## config.mk

```make
export PLATFORM = sky130hd
export DESIGN_NAME = bank_map_ctrl
export DESIGN_NICKNAME = d
export VERILOG_FILES = /design/src/rtl/bmc_pkg.sv /design/src/rtl/bmc_rst_sync.sv /design/src/rtl/bmc_decode.sv /design/src/rtl/bmc_prg_file.sv /design/src/rtl/bmc_chr_file.sv /design/src/rtl/bank_map_ctrl.sv
export SDC_FILE = /design/constraint.sdc
export NUM_CORES = 1
export LEC_CHECK = 0
export ABC_CLOCK_PERIOD_IN_PS = 4150
export BUFFER_PORTS_ARGS = -buffer_cell sky130_fd_sc_hd__buf_4
export CAP_MARGIN = 5
export CORE_MARGIN = 2
export CORE_UTILIZATION = 53
export DETAILED_ROUTE_END_ITERATION = 7
export GPL_ROUTABILITY_DRIVEN = 0
export PLACE_DENSITY = 0.76
export SYNTH_ARGS = -nofsm -noshare
export SYNTH_HDL_FRONTEND = slang
export SYNTH_HIERARCHICAL = 1
export SYNTH_SLANG_ARGS = --single-unit
```

## constraint.sdc

```tcl
create_clock -name clk -period 4.15 [get_ports clk]
set_input_delay 0.415 -clock clk [delete_from_list [all_inputs] [get_ports clk]]
set_output_delay 0.415 -clock clk [all_outputs]
set_load 0.01 [all_outputs]
```

## src/rtl/bmc_pkg.sv

```systemverilog
package bmc_pkg;

  localparam int ADDR_W      = 16;
  localparam int DATA_W      = 8;
  localparam int PRG_WINDOWS = 4;
  localparam int PRG_BANK_W  = 4;
  localparam int PRG_LSB     = 2;
  localparam int CHR_WINDOWS = 8;
  localparam int CHR_BANK_W  = 12;
  localparam int CHR_ADDR_W  = 13;
  localparam int OUTER_W     = 8;
  localparam int INNER_W     = DATA_W - 1;

  localparam int PRG_IDX_W   = $clog2(PRG_WINDOWS);
  localparam int CHR_IDX_W   = $clog2(CHR_WINDOWS);
  localparam int OUTER_SHIFT = CHR_BANK_W - OUTER_W;

  typedef enum logic {
    SRC_SEL_A = 1'b0,
    SRC_SEL_B = 1'b1
  } sel_src_e;

  typedef struct packed {
    logic                  prg_we;
    logic [PRG_IDX_W-1:0]  prg_idx;
    logic [PRG_BANK_W-1:0] prg_val;
    logic                  outer_we;
    logic [OUTER_W-1:0]    outer_val;
    logic                  chr_we;
    logic [CHR_IDX_W-1:0]  chr_idx;
    logic [INNER_W-1:0]    inner_val;
  } bank_cmd_t;

endpackage

```

## src/rtl/bmc_rst_sync.sv

```systemverilog
module bmc_rst_sync #(
  parameter int STAGES = 2
) (
  input  logic clk,
  input  logic rst_n,
  output logic rst_sync_n
);

  logic [STAGES-1:0] sync_q;

  always_ff @(posedge clk or negedge rst_n) begin
    if (!rst_n) sync_q <= '0;
    else        sync_q <= {sync_q[STAGES-2:0], 1'b1};
  end

  assign rst_sync_n = sync_q[STAGES-1];

endmodule

```

## src/rtl/bmc_decode.sv

```systemverilog
module bmc_decode
  import bmc_pkg::*;
#(
  parameter logic [ADDR_W-1:0] REG_MASK  = 16'hE003,
  parameter logic [ADDR_W-1:0] SEL_A_ADR = 16'h8000,
  parameter logic [ADDR_W-1:0] DATA_ADR  = 16'h8001,
  parameter logic [ADDR_W-1:0] SEL_B_ADR = 16'h8002,
  parameter logic [DATA_W-1:0] PRG_TOP   = 8'h26,
  parameter logic [DATA_W-1:0] PRG_BOT   = 8'h23,
  parameter logic [DATA_W-1:0] OUTER_LO  = 8'h08,
  parameter logic [DATA_W-1:0] OUTER_HI  = 8'h1E
) (
  input  logic              clk,
  input  logic              rst_n,
  input  logic              wr_i,
  input  logic [ADDR_W-1:0] addr_i,
  input  logic [DATA_W-1:0] data_i,
  output bank_cmd_t         cmd_o
);

  logic [ADDR_W-1:0] masked;
  logic              hit_sel_a, hit_sel_b, hit_data;
  logic              sel_a_en, sel_b_en, src_en;
  logic [DATA_W-1:0] sel_a_q, sel_b_q;
  sel_src_e          src_q, src_d;
  logic              data_we;
  logic [DATA_W-1:0] prg_off;

  // address decode
  always_comb begin
    masked    = addr_i & REG_MASK;
    hit_sel_a = (masked == SEL_A_ADR);
    hit_sel_b = (masked == SEL_B_ADR);
    hit_data  = (masked == DATA_ADR);
    sel_a_en  = wr_i & hit_sel_a;
    sel_b_en  = wr_i & hit_sel_b;
    src_en    = sel_a_en | sel_b_en;
    src_d     = sel_a_en ? SRC_SEL_A : SRC_SEL_B;
    data_we   = wr_i & hit_data;
  end

  // select registers and latest-source flag
  always_ff @(posedge clk or negedge rst_n) begin
    if (!rst_n) begin
      sel_a_q <= '0;
      sel_b_q <= '0;
      src_q   <= SRC_SEL_A;
    end else begin
      if (sel_a_en) sel_a_q <= data_i;
      if (sel_b_en) sel_b_q <= data_i;
      if (src_en)   src_q   <= src_d;
    end
  end

  // data-write interpretation
  always_comb begin
    cmd_o          = '0;
    cmd_o.outer_val = data_i;
    cmd_o.inner_val = data_i[DATA_W-1:1];
    prg_off        = PRG_TOP - sel_a_q;
    cmd_o.prg_idx  = prg_off[PRG_IDX_W-1:0];
    for (int i = 0; i < PRG_BANK_W; i++) begin
      cmd_o.prg_val[i] = data_i[PRG_LSB + PRG_BANK_W - 1 - i];
    end
    if (data_we) begin
      if (src_q == SRC_SEL_A) begin
        cmd_o.prg_we = (sel_a_q >= PRG_BOT) && (sel_a_q <= PRG_TOP);
      end else if (!sel_b_q[0]) begin
        cmd_o.outer_we = (sel_b_q >= OUTER_LO) && (sel_b_q <= OUTER_HI);
      end else begin
        cmd_o.chr_we = 1'b1;
        case (sel_b_q)
          8'h09:   cmd_o.chr_idx = 3'd0;
          8'h0B:   cmd_o.chr_idx = 3'd1;
          8'h0D:   cmd_o.chr_idx = 3'd2;
          8'h0F:   cmd_o.chr_idx = 3'd3;
          8'h11:   cmd_o.chr_idx = 3'd4;
          8'h15:   cmd_o.chr_idx = 3'd5;
          8'h19:   cmd_o.chr_idx = 3'd6;
          8'h1D:   cmd_o.chr_idx = 3'd7;
          default: cmd_o.chr_we  = 1'b0;
        endcase
      end
    end
  end

  // a select write hands control to that register with the written value
  assert_sel_a_last_R2: assert property (@(posedge clk) disable iff (!rst_n)
    (wr_i && hit_sel_a) |=> (src_q == SRC_SEL_A) && (sel_a_q == $past(data_i)));
  assert_sel_b_last_R2: assert property (@(posedge clk) disable iff (!rst_n)
    (wr_i && hit_sel_b) |=> (src_q == SRC_SEL_B) && (sel_b_q == $past(data_i)));
  // writes that miss the decoded registers leave select state alone
  assert_miss_hold_R1: assert property (@(posedge clk) disable iff (!rst_n)
    !(wr_i && (hit_sel_a || hit_sel_b)) |=> $stable(sel_a_q) && $stable(sel_b_q) && $stable(src_q));

endmodule

```

## src/rtl/bmc_prg_file.sv

```systemverilog
module bmc_prg_file
  import bmc_pkg::*;
(
  input  logic                  clk,
  input  logic                  rst_n,
  input  logic                  we_i,
  input  logic [PRG_IDX_W-1:0]  idx_i,
  input  logic [PRG_BANK_W-1:0] val_i,
  input  logic                  in_rom_i,
  input  logic [PRG_IDX_W-1:0]  look_idx_i,
  output logic [PRG_BANK_W-1:0] bank_o
);

  logic [PRG_WINDOWS-1:0]                 win_en;
  logic [PRG_WINDOWS-1:0][PRG_BANK_W-1:0] bank_q;

  for (genvar w = 0; w < PRG_WINDOWS; w++) begin : g_en
    assign win_en[w] = we_i && (idx_i == PRG_IDX_W'(w));
  end

  always_ff @(posedge clk or negedge rst_n) begin
    if (!rst_n) begin
      bank_q <= '0;
    end else begin
      for (int w = 0; w < PRG_WINDOWS; w++) begin
        if (win_en[w]) bank_q[w] <= val_i;
      end
    end
  end

  always_comb bank_o = in_rom_i ? bank_q[look_idx_i] : '0;

  // without a program write all program banks hold
  assert_prg_hold_R10: assert property (@(posedge clk) disable iff (!rst_n)
    !we_i |=> $stable(bank_q));
  // exactly one window may change per write
  assert_prg_single_R3: assert property (@(posedge clk) disable iff (!rst_n)
    $onehot0(win_en));

endmodule

```

## src/rtl/bmc_chr_file.sv

```systemverilog
module bmc_chr_file
  import bmc_pkg::*;
#(
  parameter logic [CHR_WINDOWS-1:0] FORCE_LSB = 8'b0000_1010
) (
  input  logic                  clk,
  input  logic                  rst_n,
  input  logic                  outer_we_i,
  input  logic [OUTER_W-1:0]    outer_val_i,
  input  logic                  chr_we_i,
  input  logic [CHR_IDX_W-1:0]  chr_idx_i,
  input  logic [INNER_W-1:0]    inner_val_i,
  input  logic [CHR_IDX_W-1:0]  look_idx_i,
  output logic [CHR_BANK_W-1:0] bank_o
);

  logic [OUTER_W-1:0]                     outer_q;
  logic [CHR_BANK_W-1:0]                  merged;
  logic [CHR_WINDOWS-1:0]                 win_en;
  logic [CHR_WINDOWS-1:0][CHR_BANK_W-1:0] bank_d;
  logic [CHR_WINDOWS-1:0][CHR_BANK_W-1:0] bank_q;

  always_comb begin
    merged = (CHR_BANK_W'(outer_q) << OUTER_SHIFT) | CHR_BANK_W'(inner_val_i);
  end

  for (genvar w = 0; w < CHR_WINDOWS; w++) begin : g_win
    assign win_en[w] = chr_we_i && (chr_idx_i == CHR_IDX_W'(w));
    if (FORCE_LSB[w]) begin : g_force
      assign bank_d[w] = merged | CHR_BANK_W'(1);
    end else begin : g_plain
      assign bank_d[w] = merged;
    end
  end

  always_ff @(posedge clk or negedge rst_n) begin
    if (!rst_n) begin
      outer_q <= '0;
      bank_q  <= '0;
    end else begin
      if (outer_we_i) outer_q <= outer_val_i;
      for (int w = 0; w < CHR_WINDOWS; w++) begin
        if (win_en[w]) bank_q[w] <= bank_d[w];
      end
    end
  end

  always_comb bank_o = bank_q[look_idx_i];

  // windows 1 and 3 read back with bit 0 set after any write to them
  assert_force_w1_R8: assert property (@(posedge clk) disable iff (!rst_n)
    (chr_we_i && chr_idx_i == CHR_IDX_W'(1)) |=> bank_q[1][0]);
  assert_force_w3_R8: assert property (@(posedge clk) disable iff (!rst_n)
    (chr_we_i && chr_idx_i == CHR_IDX_W'(3)) |=> bank_q[3][0]);
  // a latch write never disturbs stored character banks
  assert_outer_sample_R9: assert property (@(posedge clk) disable iff (!rst_n)
    (outer_we_i && !chr_we_i) |=> $stable(bank_q));
  // a window write takes the latch as it stood at that edge
  assert_outer_used_R7: assert property (@(posedge clk) disable iff (!rst_n)
    (chr_we_i && chr_idx_i == CHR_IDX_W'(0)) |=>
      bank_q[0][CHR_BANK_W-1:INNER_W] == $past(outer_q[OUTER_W-1:INNER_W-OUTER_SHIFT]));

endmodule

```

## src/rtl/bank_map_ctrl.sv

```systemverilog
module bank_map_ctrl
  import bmc_pkg::*;
(
  input  logic                  clk,
  input  logic                  rst_n,
  input  logic                  cpu_wr_i,
  input  logic [ADDR_W-1:0]     cpu_addr_i,
  input  logic [DATA_W-1:0]     cpu_data_i,
  input  logic [ADDR_W-1:0]     prg_addr_i,
  output logic [PRG_BANK_W-1:0] prg_bank_o,
  input  logic [CHR_ADDR_W-1:0] chr_addr_i,
  output logic [CHR_BANK_W-1:0] chr_bank_o
);

  localparam int PRG_WIN_LSB = ADDR_W - 1 - PRG_IDX_W;
  localparam int CHR_WIN_LSB = CHR_ADDR_W - CHR_IDX_W;

  logic      rst_sync_n;
  bank_cmd_t cmd;
  logic      unused_addr_bits;

  assign unused_addr_bits = ^{prg_addr_i[PRG_WIN_LSB-1:0], chr_addr_i[CHR_WIN_LSB-1:0]};

  bmc_rst_sync #(.STAGES(2)) rst_i (
    .clk        (clk),
    .rst_n      (rst_n),
    .rst_sync_n (rst_sync_n)
  );

  bmc_decode dec_i (
    .clk    (clk),
    .rst_n  (rst_sync_n),
    .wr_i   (cpu_wr_i),
    .addr_i (cpu_addr_i),
    .data_i (cpu_data_i),
    .cmd_o  (cmd)
  );

  bmc_prg_file prg_i (
    .clk        (clk),
    .rst_n      (rst_sync_n),
    .we_i       (cmd.prg_we),
    .idx_i      (cmd.prg_idx),
    .val_i      (cmd.prg_val),
    .in_rom_i   (prg_addr_i[ADDR_W-1]),
    .look_idx_i (prg_addr_i[ADDR_W-2 -: PRG_IDX_W]),
    .bank_o     (prg_bank_o)
  );

  bmc_chr_file chr_i (
    .clk         (clk),
    .rst_n       (rst_sync_n),
    .outer_we_i  (cmd.outer_we),
    .outer_val_i (cmd.outer_val),
    .chr_we_i    (cmd.chr_we),
    .chr_idx_i   (cmd.chr_idx),
    .inner_val_i (cmd.inner_val),
    .look_idx_i  (chr_addr_i[CHR_ADDR_W-1 -: CHR_IDX_W]),
    .bank_o      (chr_bank_o)
  );

  // only one kind of bank update per cycle
  assert_one_target_R10: assert property (@(posedge clk) disable iff (!rst_sync_n)
    $countones({cmd.prg_we, cmd.outer_we, cmd.chr_we}) <= 1);

endmodule

```

; ---- After elaboration in Yosys (flattened, before gate mapping)
; Index checks and enable logic that the tools add are counted.
[totals]
input_bits = 56
mem_bits_ro = 0
ff_bits = 139
n_memories = 0
latchBits = 0
output_inout_bits = 16
ramBits = 0
[op_classes]
bitwise = 5
multipliers = 0
reduce_logical = 17
magnitude_cmp = 6
n_mux = 16
add_sub_neg = 1
div_mod_pow = 0
n_eq_ne = 21
shifts = 0
[op_table]
columns = op, count
row1 = 12-bit binary-select mux with 3-bit select, 1
row2 = "8-bit by 4-bit equality test with 1-bit output, second input constant", 4
row3 = "8-bit by 5-bit equality test with 1-bit output, second input constant", 4
row4 = 3-bit case mux with 7 select lines, 1
row5 = 4-bit two-way mux, 5
row6 = "5-bit equality test, second input constant", 3
row7 = 1-bit logical AND, 14
row8 = "3-bit equality test, second input constant", 4
row9 = 12-bit two-way mux, 1
row10 = 12-bit by 7-bit bitwise OR with 12-bit output, 1
row11 = 4-bit binary-select mux with 2-bit select, 1
row12 = "8-bit by 4-bit greater-or-equal comparator with 1-bit output, second input constant", 1
row13 = "8-bit by 6-bit greater-or-equal comparator with 1-bit output, second input constant", 1
row14 = "8-bit by 5-bit <= comparator with 1-bit output, second input constant", 1
row15 = "8-bit by 6-bit <= comparator with 1-bit output, second input constant", 1
row16 = 8-bit OR reduction, 1
row17 = 1-bit two-way mux, 7
row18 = "3-bit by 2-bit equality test with 1-bit output, second input constant", 2
row19 = "2-bit equality test, second input constant", 2
row20 = "3-bit by 4-bit less-than comparator with 1-bit output, second input constant", 1
row21 = 1-bit AND, 3
row22 = "3-bit by 1-bit equality test with 1-bit output, second input constant", 1
row23 = 3-bit zero test, 1
row24 = "2-bit by 3-bit less-than comparator with 1-bit output, second input constant", 1
row25 = other kinds (4), 4

; ---- Depth between registers and ports, before layout
[logic_depth]
depth_word = 8
depth_mapped = 7

; ---- Cells and area by module
; Netlist, hierarchy kept.
[by_module_without_submodules]
columns = module, area_per_inst_um2, seq_area_each_um2, n_inst, cells_each
row1 = bmc_chr_file, 4728.3, 2602.5, 1, 274
row2 = bmc_decode, 993.5, 425.4, 1, 85
row3 = bmc_prg_file, 739.5, 400.4, 1, 51
row4 = bmc_rst_sync, 53.8, 50.0, 1, 3

; ---- Worst setup path after synthesis
; OpenSTA, ideal clock, no wires.
[synth_timing]
path_type = input -> register
from = in cpu_addr_i[14]
to = reg chr_i/bank_q[10] in the netlist's numbering
t_required_ns = 4.025
setup_slack_ns = 1.858
cell_stages = 6
path_buffers = 1
setup_time_ns = 0.125
t_arrival_ns = 2.167
path_cell_list = nor3b_1 > nand4_1 > a21oi_1 > nor4b_2 > buf_2 > mux2_2
[synth_lines]
columns = element, line_no
row1 = from (decl), bank_map_ctrl.sv:7  ; input logic [ADDR_W-1:0] cpu_addr_i,
row2 = "to (signal, indexed assignment)", bmc_chr_file.sv:43  ; if (win_en[w]) bank_q[w] <= bank_d[w];
row3 = to (decl), bmc_chr_file.sv:21  ; logic [CHR_WINDOWS-1:0][CHR_BANK_W-1:0] bank_q;

==> impl_table.tex <==
\begin{tabular}{lr}
\hline
Metric & Value \\
\hline
\multicolumn{2}{l}{\textbf{Layout}} \\
Final net count & 494 \\
Antenna Cells & 0 \\
Area growth, synth to finish & 13.41\% \\
Most common library cell in the layout ignoring fill and taps & sky130\_fd\_sc\_hd\_\_mux2\_2 \\
Fraction of layout cells with a size suffix above 1 & 0.5256 \\
Commonest cells after routing, fill and taps aside & sky130\_fd\_sc\_hd\_\_mux2\_2 (146), sky130\_fd\_sc\_hd\_\_dfrtp\_1 (138), sky130\_fd\_sc\_hd\_\_buf\_4 (44) \\
\multicolumn{2}{l}{\textbf{GRT}} \\
Number of global-route vias before repair & 3841 \\
Wire length of the first global-routing pass & 20280 um \\
Pin count of the biggest net entering global routing & 79 \\
Overflow after GRT & 0 \\
Initial antenna violation count & 0 \\
Global router's overall resource usage & 0.2104 \\
\multicolumn{2}{l}{\textbf{Worst setup path}} \\
Critical Setup Path Class & reg -> reg \\
Family with the most delay on the worst path & simple AND/OR/NAND/NOR gates \\
Startpoint type of the worst setup path & flop \\
Slowest stage cell, crit path & sky130\_fd\_sc\_hd\_\_and4bb\_2 \\
Worst-path cell chain & nor4b\_1 -> nand4\_1 -> a21oi\_1 -> and4bb\_2 -> mux2\_2 \\
Crit path buf inv count & 0 \\
Critical path data arrival time & 2970 ps \\
Maximum net fanout on the critical path & 12 \\
CP max stage delay & 630 ps \\
Worst endpoint required time & 4450 ps \\
Critical Path Sink Type & flop \\
\multicolumn{2}{l}{\textbf{STA}} \\
Highest achievable clock rate & 374.9 MHz \\
Transition time of the tightest slew-check pin & 1014 ps \\
Slew Viols, Final & 0 \\
Clk\_skew & 5.702 ps \\
Final hold vios & 0 \\
Setup repair after global routing missed its margin & no \\
Post-route setup slack & 1482 ps \\
Final setup violation count & 0 \\
Setup tns final & 0 ps \\
Final worst-path cycle share & 0.6428 \\
Max-Slew Margin vs Limit & 0.3223 \\
Time the final worst path needs with I/O delays and setup & 2668 ps \\
\multicolumn{2}{l}{\textbf{Synth}} \\
Synthesized Nets & 471 \\
Count of different cell masters after synthesis & 36 \\
Synthesized instance count & 413 \\
Warning count from the yosys run & 6 \\
Most instantiated flip-flop cell in the synthesis netlist & sky130\_fd\_sc\_hd\_\_dfrtp\_1 \\
Fraction of the yosys area taken by sequential cells & 0.5339 \\
Post-synth EDFFs & 0 \\
Mean Syn Cell Area & 15.77 um\^{}2 \\
Summed instance area of the synthesized netlist & 0.006515 mm\^{}2 \\
Number of storage elements in the synthesis netlist & 139 \\
Fraction of registers with async set or reset after synthesis & 1.000 \\
\multicolumn{2}{l}{\textbf{Detailed routing}} \\
Drt initial violations & 125 \\
Number of vias per cell & 5.906 \\
Final routed wirelength across all metal layers & 12510 um \\
Via count & 3520 \\
Count of antenna-violating nets left after detailed routing & 0 \\
Mean routed wirelength per cell & 21.00 um \\
Number of detailed-route iterations in the first pass & 4 \\
Number of DRC violations after detailed routing & 0 \\
\multicolumn{2}{l}{\textbf{Clocking}} \\
Total setup buffers inserted after CTS & 0 \\
TritonCTS buffer count & 17 \\
Level count of the clock H-tree & 4 \\
Number of clock sinks seen by CTS & 139 \\
Clock slew at the register clock pins of the worst setup and hold paths & 50 ps \\
Post-CTS sizing & 0 \\
Cell at the root of the clock tree & sky130\_fd\_sc\_hd\_\_clkbuf\_16 \\
TritonCTS clock tree & built \\
Skew-Pair Late Insertion Delay & 420 ps \\
Hold buffer count at CTS & 1 \\
Buffer depth of the longest clock path & 2 \\
\multicolumn{2}{l}{\textbf{Floorplan}} \\
Chip width & 114.9 um \\
Core ar. & 0.01201 mm\^{}2 \\
Die area & 0.01320 mm\^{}2 \\
Die Span Y & 114.9 um \\
I/O pin count & 72 \\
Initial Utilization & 0.5424 \\
Total number of placement rows & 40 \\
\multicolumn{2}{l}{\textbf{Hold path}} \\
Worst hold path type & in -> reg \\
\multicolumn{2}{l}{\textbf{Pwr}} \\
Worst IR Drop VDD & 394.7 uV \\
Pwr/cell area & 426.9 mW/mm\^{}2 \\
Leakage dissipation & 3.741 nW \\
\multicolumn{2}{l}{\textbf{Place}} \\
Post-placement worst setup slack & 1424 ps \\
IO buf count & 37 \\
Half-perimeter wire length after detailed placement & 7796 um \\
\multicolumn{2}{l}{\textbf{Run status}} \\
Run status & finished, final reports clean \\
\multicolumn{2}{l}{\textbf{Flow run}} \\
Maximum capacitance violations & 0 \\
\hline
\end{tabular}
==> cell usage after synthesis, drive strengths merged (4+ instances only) <==
cell    instances  share of area
buf            35          0.038
clkbuf          6         0.0035
dfrtp         139           0.53
mux2          146           0.25
mux2i           8          0.012
mux4           24          0.095
nand2b          4         0.0038
nand3b          7         0.0086
nor4b           4         0.0086
o22ai           4         0.0038
or2             4         0.0038
==> cell type report <==
cell class | count | area [um^2]
Clock buffer | 24 | 471.7
Tap cell | 147 | 183.9
Timing Repair Buffer | 45 | 340.3
Sequential cell | 139 | 3482
Clock inverter | 8 | 140.1
Fill cell | 906 | 4623
Inverter | 1 | 3.754
Multi-Input combinational cell | 232 | 2766
==> routing by layer <==
layer  vias up  global-route usage  wire length [um]
met5         -                   0                 0
met4         0             0.07871               220
met3        17             0.06062               512
met2        62              0.3463              6400
met1      1860              0.2665              5380
li1       1581                   -                 -
==> sequential cells by signal (all words and copies together) (netlist names) <==
signal,count
chr_i/bank_q,96
prg_i/bank_q,16
chr_i/outer_q,8
dec_i/sel_a_q,8
dec_i/sel_b_q,8
rst_i/sync_q,2
dec_i/src_q,1
==> report_power, final <==
part | total [mW] | switching [mW] | internal, mW
Clock | 1.57 | 0.536 | 1.03
Combinational | 0.147 | 0.0739 | 0.0733
Sequential | 1.44 | 0.0448 | 1.39
==> kinds of logic after synthesis <==
family | Yosys count | share of synthesized area
other | 1 | 0.0005756
muxes | 178 | 0.3597
and+or+nand+nor | 42 | 0.05128
DFF | 139 | 0.5339
buffers and inverters | 42 | 0.04244
AOI/OAI and AO/OA | 9 | 0.008258
adders and majority gates | 2 | 0.003840
==> final timing paths <==
check,start,end,slack (ps),depth (start not counted)
max,dec_i/sel_b_q[5],chr_i/bank_q[27],1480,5
min,cpu_data_i[6],dec_i/sel_b_q[6],260,2
max reg2reg,dec_i/sel_b_q[5],chr_i/bank_q[27],1480,5
min reg2reg,rst_i/sync_q[0],rst_i/sync_q[1],350,0
max in group asynchronous,rst_i/sync_q[1],chr_i/bank_q[86],2670,1
min in group asynchronous,rst_n,rst_i/sync_q[1],310,2
==> per-stage QoR <==
| step | instances | hold WS [ps] | area [um^2] | util | power (mW) |
|---|---|---|---|---|---|
| global placement | 563 | 198.2 | 6766 | 0.5633 | 1.604 |
| floorplan | 413 | 119.4 | 6516 | - | 1.568 |
| global route | 596 | 251.5 | 7388 | 0.6151 | 3.260 |
| CTS | 596 | 243.3 | 7388 | 0.6151 | 3.184 |
| detailed placement | 563 | 199.4 | 6766 | 0.5633 | 1.612 |
| finish | 596 | 258.5 | 7388 | 0.6151 | 3.154 |
No activity file was read; power rests on OpenSTA's default activity.
